===== src/rtl/frame_overlay_pkg.sv =====
// Shared widths and the sample type of the border frame overlay.
// Assumes 8-bit luma and chroma samples and 4-bit chroma frame levels.
package frame_overlay_pkg;
    localparam int unsigned SMP_W = 8;
    localparam int unsigned LVL_W = 4;
    localparam int unsigned PAD_W = SMP_W - LVL_W;

    typedef struct packed {
        logic [SMP_W-1:0] y;
        logic [SMP_W-1:0] i;
        logic [SMP_W-1:0] q;
    } yiq_t;
endpackage


===== src/rtl/frame_line_match.sv =====
// Tests whether one counter lies inside the span of one frame line.
// The span runs from pos to pos+thk inclusive. Its end is computed one
// bit wider than the counter, so it never wraps. Purely combinational.
module frame_line_match #(
    parameter int unsigned POS_W = 10,
    parameter int unsigned THK_W = 4
) (
    input  logic [POS_W-1:0] cnt,
    input  logic [POS_W-1:0] pos,
    input  logic [THK_W-1:0] thk,
    input  logic             en_n,
    output logic             hit
);
    localparam int unsigned EXT_W = POS_W + 1;

    logic [EXT_W-1:0] span_end;

    // Widened end of span and inclusive range test
    always_comb begin
        span_end = {1'b0, pos} + {{(EXT_W-THK_W){1'b0}}, thk};
        hit      = !en_n && (cnt >= pos) && ({1'b0, cnt} <= span_end);
    end
endmodule


===== src/rtl/frame_axis_detect.sv =====
// Evaluates all lines of one direction against one counter and ORs the
// results. Assumes the positions are packed, line k at [k*POS_W +: POS_W].
module frame_axis_detect #(
    parameter int unsigned NUM_LINES = 5,
    parameter int unsigned POS_W     = 10,
    parameter int unsigned THK_W     = 4
) (
    input  logic [POS_W-1:0]           cnt,
    input  logic [NUM_LINES*POS_W-1:0] pos_bus,
    input  logic [NUM_LINES-1:0]       en_n,
    input  logic [THK_W-1:0]           thk,
    output logic                       any_hit
);
    logic [NUM_LINES-1:0] line_hit;

    for (genvar k = 0; k < NUM_LINES; k++) begin : g_line
        frame_line_match #(
            .POS_W (POS_W),
            .THK_W (THK_W)
        ) u_match (
            .cnt  (cnt),
            .pos  (pos_bus[k*POS_W +: POS_W]),
            .thk  (thk),
            .en_n (en_n[k]),
            .hit  (line_hit[k])
        );
    end

    // Any covering line frames the pixel
    always_comb any_hit = |line_hit;
endmodule


===== src/rtl/frame_mixer.sv =====
// Registered substitution stage. It replaces the sample with the frame
// levels when frame_hit is high and otherwise passes the sample through.
// The chroma levels fill the upper nibble and the lower bits are zero.
// Assumes frame_hit is aligned with the sample on its inputs.
module frame_mixer
    import frame_overlay_pkg::*;
(
    input  logic             clk,
    input  logic             rst_n,
    input  logic             frame_hit,
    input  yiq_t             smp_in,
    input  logic [SMP_W-1:0] lvl_y,
    input  logic [LVL_W-1:0] lvl_i,
    input  logic [LVL_W-1:0] lvl_q,
    output yiq_t             smp_out,
    output logic             frame_act
);
    yiq_t frame_smp;

    // Frame colour assembled into a full sample
    always_comb begin
        frame_smp.y = lvl_y;
        frame_smp.i = {lvl_i, {PAD_W{1'b0}}};
        frame_smp.q = {lvl_q, {PAD_W{1'b0}}};
    end

    // One-cycle output register with frame priority
    always_ff @(posedge clk) begin
        if (!rst_n) begin
            smp_out   <= '0;
            frame_act <= 1'b0;
        end else begin
            smp_out   <= frame_hit ? frame_smp : smp_in;
            frame_act <= frame_hit;
        end
    end


    reset_clear_chk: assert property (@(posedge clk)
        !rst_n |=> (smp_out == '0 && !frame_act));


    frame_level_chk: assert property (@(posedge clk) disable iff (!rst_n)
        frame_act |-> (smp_out.y == $past(lvl_y)
                       && smp_out.i[SMP_W-1 -: LVL_W] == $past(lvl_i)
                       && smp_out.q[SMP_W-1 -: LVL_W] == $past(lvl_q)
                       && smp_out.i[PAD_W-1:0] == '0
                       && smp_out.q[PAD_W-1:0] == '0));


    pass_through_chk: assert property (@(posedge clk) disable iff (!rst_n)
        (!frame_act && $past(rst_n)) |-> (smp_out == $past(smp_in)));
endmodule


===== src/rtl/frame_overlay.sv =====
// Border frame overlay top. Horizontal lines are matched against the line
// counter and vertical lines against the pixel counter. The two results
// are ORed and the sample is substituted one clock later.
// Assumes the counters are aligned with the samples they accompany.
module frame_overlay
    import frame_overlay_pkg::*;
#(
    parameter int unsigned NUM_LINES = 5,
    parameter int unsigned POS_W     = 10,
    parameter int unsigned THK_W     = 4
) (
    input  logic                       clk,
    input  logic                       rst_n,
    input  logic [POS_W-1:0]           h_cnt,
    input  logic [POS_W-1:0]           v_cnt,
    input  logic [SMP_W-1:0]           y_in,
    input  logic [SMP_W-1:0]           i_in,
    input  logic [SMP_W-1:0]           q_in,
    input  logic [NUM_LINES*POS_W-1:0] hline_pos,
    input  logic [NUM_LINES-1:0]       hline_en_n,
    input  logic [NUM_LINES*POS_W-1:0] vline_pos,
    input  logic [NUM_LINES-1:0]       vline_en_n,
    input  logic [THK_W-1:0]           h_thick,
    input  logic [THK_W-1:0]           v_thick,
    input  logic [SMP_W-1:0]           lvl_y,
    input  logic [LVL_W-1:0]           lvl_i,
    input  logic [LVL_W-1:0]           lvl_q,
    output logic [SMP_W-1:0]           y_out,
    output logic [SMP_W-1:0]           i_out,
    output logic [SMP_W-1:0]           q_out,
    output logic                       frame_act
);
    logic h_hit;
    logic v_hit;
    logic px_hit;
    yiq_t smp_in;
    yiq_t smp_out;

    // Horizontal lines sit at line numbers
    frame_axis_detect #(
        .NUM_LINES (NUM_LINES),
        .POS_W     (POS_W),
        .THK_W     (THK_W)
    ) u_hlines (
        .cnt     (v_cnt),
        .pos_bus (hline_pos),
        .en_n    (hline_en_n),
        .thk     (h_thick),
        .any_hit (h_hit)
    );

    // Vertical lines sit at pixel numbers
    frame_axis_detect #(
        .NUM_LINES (NUM_LINES),
        .POS_W     (POS_W),
        .THK_W     (THK_W)
    ) u_vlines (
        .cnt     (h_cnt),
        .pos_bus (vline_pos),
        .en_n    (vline_en_n),
        .thk     (v_thick),
        .any_hit (v_hit)
    );

    // Combine directions and pack the incoming sample
    always_comb begin
        px_hit   = h_hit | v_hit;
        smp_in.y = y_in;
        smp_in.i = i_in;
        smp_in.q = q_in;
    end

    frame_mixer u_mixer (
        .clk       (clk),
        .rst_n     (rst_n),
        .frame_hit (px_hit),
        .smp_in    (smp_in),
        .lvl_y     (lvl_y),
        .lvl_i     (lvl_i),
        .lvl_q     (lvl_q),
        .smp_out   (smp_out),
        .frame_act (frame_act)
    );

    // Unpack the registered sample
    always_comb begin
        y_out = smp_out.y;
        i_out = smp_out.i;
        q_out = smp_out.q;
    end


    one_cycle_latency_chk: assert property (@(posedge clk) disable iff (!rst_n)
        $past(rst_n) |-> (frame_act == $past(h_hit || v_hit)));


    all_off_no_frame_chk: assert property (@(posedge clk) disable iff (!rst_n)
        (&hline_en_n && &vline_en_n) |=> !frame_act);
endmodule


===== config.mk =====
export PLATFORM = sky130hd
export DESIGN_NAME = frame_overlay
export DESIGN_NICKNAME = d
export VERILOG_FILES = /design/src/rtl/frame_overlay_pkg.sv /design/src/rtl/frame_line_match.sv /design/src/rtl/frame_axis_detect.sv /design/src/rtl/frame_mixer.sv /design/src/rtl/frame_overlay.sv
export SDC_FILE = /design/constraint.sdc
export NUM_CORES = 1
export LEC_CHECK = 0
export BUFFER_PORTS_ARGS = -buffer_cell sky130_fd_sc_hd__clkbuf_2
export CAP_MARGIN = 20
export CORE_MARGIN = 4
export CORE_UTILIZATION = 50
export DETAILED_ROUTE_END_ITERATION = 8
export GPL_ROUTABILITY_DRIVEN = 0
export PLACE_DENSITY_LB_ADDON = 0.1
export SKIP_CTS_REPAIR_TIMING = 1
export SYNTH_ARGS = -nofsm -noshare
export SYNTH_HDL_FRONTEND = slang
export SYNTH_SLANG_ARGS = --single-unit

===== constraint.sdc =====
create_clock -name clk -period 5.2 [get_ports clk]
set_input_delay 1.04 -clock clk [delete_from_list [all_inputs] [get_ports clk]]
set_output_delay 1.04 -clock clk [all_outputs]
set_load 0.02 [all_outputs]

== Word level (Yosys, flattened, before mapping) ==
Index checks and enable logic that the tools add are counted.
Operators by class
  div/mod/pow operators: 0
  shift operators: 0
  reductions and logical operators: 33
  equality and inequality tests: 0
  muxes and demuxes: 1
  add/subtract/negate cells: 10
  order comparisons: 20
  bitwise logic cells: 2
  multipliers: 0
Operators with widths (count)
  10-bit by 4-bit adder with 11-bit output: 10
  10-bit by 11-bit less-or-equal comparator with 1-bit output: 10
  10-bit >= comparator: 10
  24-bit 2-to-1 mux: 1
  1-bit logical AND: 20
  1-bit zero test: 10
  5-bit OR reduction: 2
  2-bit OR reduction: 1
  1-bit inverter: 1
  1-bit OR: 1
Word-level totals
  memory bits (writable): 0
  bits of input ports: 180
  bits in latches: 0
  output and inout port bits: 25
  memories: 0
  ROM bits: 0
  register bits after elaboration: 25
  word-level logic and storage cells: 72

== Depth between registers and ports, before layout ==
  depth after elaboration: 6
  mapped depth: 18
  gate-level depth less buffers: 17

== Hierarchy ==
Synthesis repeated with hierarchy kept, for this count alone.
Unflattened totals
  cell total of the unflattened synthesis: 968
  area, all modules: 7865.0 µm²
By module, submodules not included
  frame_line_match (u_hlines.g_line[3].u_match ...): times used 5, cells each 88, area each 698.2 µm², sequential area each 0.0 µm²
  frame_line_match (u_hlines.g_line[0].u_match ...): times used 4, cells each 90, area each 691.9 µm², sequential area each 0.0 µm²
  frame_mixer: times used 1, cells each 70, area each 860.8 µm², sequential area each 500.5 µm²
  frame_line_match (u_hlines.g_line[1].u_match): times used 1, cells each 91, area each 714.4 µm², sequential area each 0.0 µm²
  frame_axis_detect: times used 2, cells each 3, area each 12.5 µm², sequential area each 0.0 µm²
  frame_overlay: times used 1, cells each 1, area each 6.3 µm², sequential area each 0.0 µm²

== Least setup slack after synthesis ==
Ideal clock, no wire load.
  kind: input to register
  start: input port vline_pos[30]
  end: register u_mixer.smp_out[11] (netlist name)
  path buffers: 1
  arrival time: 4.089 ns
  slack: 0.996 ns
  library setup time: 0.116 ns
  cell stages on the path: 14
  required time: 5.084 ns
  path through: ha_1 fa_1 a21o_1 a21oi_1 nor3_1 xnor2_1 ha_1 or4_1 a2111oi_0 a211oi_1 nor3_1 nor3_4 buf_6 and3_1
Between the ends
  longest elaborated chain between the ends: 6
  elaborated cells on any way between the ends: 8
  those cells by class: add/sub (1); order compare (2); bitwise (1); reduce/logical (4)
RTL lines
  from (decl): line frame_overlay.sv:21  | input logic [NUM_LINES*POS_W-1:0] vline_pos,
  10-bit by 4-bit adder with 11-bit output or 10-bit >= comparator (tied branches): line frame_line_match.sv:20, frame_line_match.sv:21
  10-bit by 11-bit less-or-equal comparator with 1-bit output or 1-bit logical AND (tied branches): line frame_line_match.sv:21  | hit = !en_n && (cnt >= pos) && ({1'b0, cnt} <= span_end);
  1-bit logical AND (*): line frame_line_match.sv:21
  5-bit OR reduction (*): line frame_axis_detect.sv:30  | always_comb any_hit = |line_hit;
  1-bit OR (*): line frame_overlay.sv:67  | px_hit = h_hit | v_hit;
  2-bit OR reduction (no source line) (*)
Mark *: on every way between the ends. The rest lies on a longest branch, timed or not.
A chain may end at the register's enable or synchronous reset.

== Worst setup path after layout ==
  start: input port hline_pos[0]
  end: register u_mixer.smp_out[14] (netlist name)
Between the ends
  longest elaborated chain between the ends: 6
  elaborated cells on any way between the ends: 8
  those cells by class: add/sub (1); order compare (2); mux (1); bitwise (1); reduce/logical (3)
RTL lines
  from (decl): line frame_overlay.sv:19  | input logic [NUM_LINES*POS_W-1:0] hline_pos,
  10-bit by 4-bit adder with 11-bit output or 10-bit >= comparator (tied branches): line frame_line_match.sv:20, frame_line_match.sv:21
  10-bit by 11-bit less-or-equal comparator with 1-bit output or 1-bit logical AND (tied branches): line frame_line_match.sv:21
  1-bit logical AND (*): line frame_line_match.sv:21
  5-bit OR reduction (*): line frame_axis_detect.sv:30
  1-bit OR (*): line frame_overlay.sv:67
  24-bit 2-to-1 mux (*): line frame_mixer.sv:33  | smp_out <= frame_hit ? frame_smp : smp_in;
Marked as above.

==> results.yml <==
setup_path:
  cp_slowest_cell: "a2111oi_0"
  critical_path.max_fanout: 8
  cp.required_ns: 5.34
  path_buf_inv: 4
  endpoint_kind: "flip-flop"
  cp_cell_sequence: "clkbuf_2 -> ha_1 -> inv_1 -> fa_1 -> nand2b_1 -> a21oi_1 -> nand2_1 -> xnor2_1 -> ha_1 -> a21o_1 -> a21o_1 -> a211o_1 -> a2111oi_0 -> a311oi_1 -> buf_4 -> nand4_1 -> nor3_4 -> buf_4 -> mux2i_1"
  cp-start-kind: "input pin"
  cp_data_arrival_time_ns: 5.06
  slowest_delay_ns: 0.78
  cp-startpoint: "hline_pos[0]"
  cp_top_family: "compound AO/OA/AOI/OAI gates"
  critical_path_class: "input pin to flip-flop"
route:
  drt-initial-drc-count: 250
  num_vias: 7566
  drt.antenna.violating_nets: 0
  drc: 0
  wl_per_cell_um: 15.24
  drt-total-wl_mm: 21.29
  first_pass_iters: 4
  vias_per_cell: 5.416
logic_synthesis:
  netlist_instances: 958
  ys.flop_type: "dfxtp_1"
  synth_nets: 1388
  syn_avg_cell_area_um2: 8.103
  synth_edf_count: 0
  yosys_register_bits: 25
  synth_cell_types: 54
  syn-cell-area_mm2: 0.007762
  postSynth.asyncResetShare_pct: 0
  ys_seq_area_share_pct: 6.447
  yosysWarnings: 0
global_route:
  grt_pass1_wl_mm: 34.50
  grt_overflow: 0
  antenna_found_initial: 1
  grt_use_total_pct: 23.42
  grt_max_degree: 42
  grt_pass1_vias: 7159
clock_network:
  numClockSinks: 25
  cts_tree: "built"
  cts_max_level: 1
  clk_pin_slew_ns: 0.06
  cts_root_buf: "clkbuf_16"
  clk_path_buf_depth: 2
  cts-buffers-inserted: 3
finish:
  antenna_cells: 0
  area_growth_pct: 21.62
  drive_gt1_share_pct: 22.25
  final_cells: 1397
  final_nets: 1640
timing:
  holdWs_ns: 0.9992
  slew_viol_final: 0
  hold_viol: 0
  finalSetupViolCount: 0
  min_period_ns: 4.915
  slew_headroom_pct: 38.45
  timing.setup.tns_ns: 0
  finalCritPeriodShare_pct: 94.52
  max_freq_mhz: 203.5
  rsz0062_at_grt: "no"
  tightest_slew_ns: 0.9000
power_and_ir_drop:
  pwr-share-seq_pct: 16.6
  comb_power_share_pct: 70.8
  power_density_mw_per_mm2: 142.7
  p_clk_share_pct: 12.6
  leakagePower_nw: 5.201
  ir_drop_v: 0.0001430
  swShare_pct: 43.46
  switching_power_mw: 0.5854
  intPower_mw: 0.7615
run:
  drv_cap: 0
status:
  outcome: "complete, no violations"
min_path:
  min-delay-start: "lvl_q[3]"
  hp-class: "input pin to flip-flop"
floorplanning:
  die_area_mm2: 0.01758
  die_x_um: 132.6
  coreArea_mm2: 0.01520
  initial_core_util_pct: 51.06
  fp-row-count: 45
  io_pins: 205
  dieHeight_um: 132.6
placed_design:
  placed_cells: 1390
  port-buffer-count: 204
  dp_hpwl_mm: 18.25
## metal layers
layer	track usage (%)	wire (um)	vias up
met1	33.39	10600	3346
met3	2.662	1157	21
met2	38.17	9184	196
li1	-	-	4001
met4	4.792	333	2
met5	0	11	-
## through the flow
stage | setup slack, ns | total power, mW | area [um2] | utilization (%)
3_5_place_dp | -0.1904 | 1.164 | 9326 | 61.35
3_3_place_gp | -0.06368 | 1.151 | 9326 | 61.35
6_report | 0.2849 | 1.347 | 9440 | 62.10
5_1_grt | 0.09927 | 1.495 | 9440 | 62.10
2_1_floorplan | 0.9955 | 0.8423 | 7762 | -
4_1_cts | 0.07275 | 1.339 | 9409 | 61.89
## final timing paths
check                                 end  depth (start not counted)  slack (ns)
worst max-delay path  u_mixer.smp_out[14]                         19        0.28
worst min-delay path   u_mixer.smp_out[7]                          3         1.0
## cell type report
type / count / area (um2)
Fill cell: 1426 / 5762
Timing Repair Buffer: 252 / 1381
Tap cell: 188 / 235.2
Clock buffer: 3 / 75.07
Inverter: 117 / 439.2
Sequential cell: 25 / 500.5
Multi-Input combinational cell: 811 / 6802
Clock inverter: 1 / 7.507
## cell usage after synthesis (9+ instances only)
cell type,instances,share of area (%)
a2111oi_0,9,1.0
a211oi_1,9,0.87
a21o_1,42,4.1
a21oi_1,77,5.0
dfxtp_1,25,6.4
fa_1,10,2.6
ha_1,240,39
inv_1,117,5.7
mux2i_1,16,2.1
nand2_1,59,2.9
nand3_1,30,1.9
nand4_1,25,2.0
nor2_1,33,1.6
nor2b_1,22,1.8
nor3_1,34,2.2
o21ai_0,38,2.5
xnor2_1,67,7.6
xor2_1,12,1.4
## cells by family (layout without fill, tap and decap cells)
kind of cell	count (synthesis)	in the layout	share of synthesized area (%)
fa+ha+maj	250	250	41.26
simple gates	246	247	16.52
compound gates	219	219	18.65
buf+inv	123	373	6.141
xor+xnor	79	79	8.914
flops	25	25	6.447
mux	16	16	2.063
## state kept, by name (all words and copies together) (netlist names)
register / count
u_mixer.smp_out: 24
u_mixer.frame_act: 1
## power by group through the flow
stage / Clock, mW / Combinational, mW / Sequential [mW]
3_5_place_dp: 0 / 0.936 / 0.228
2_1_floorplan: 0 / 0.583 / 0.259
3_3_place_gp: 0 / 0.923 / 0.228
4_1_cts: 0.174 / 0.942 / 0.224
6_report: 0.170 / 0.954 / 0.223
5_1_grt: 0.183 / 1.08 / 0.227
## cells in the final DEF, fill, tap and decap left out, types with 9 or more instances in the layout
cell type,count
a2111oi_0,9
a211oi_1,9
a21o_1,42
a21oi_1,77
buf_4,48
clkbuf_2,204
dfxtp_1,25
fa_1,10
ha_1,240
inv_1,117
mux2i_1,16
nand2_1,59
nand3_1,30
nand4_1,25
nor2_1,33
nor2b_1,22
nor3_1,34
o21ai_0,38
xnor2_1,67
xor2_1,12
No activity file was read; power rests on OpenSTA's default activity.
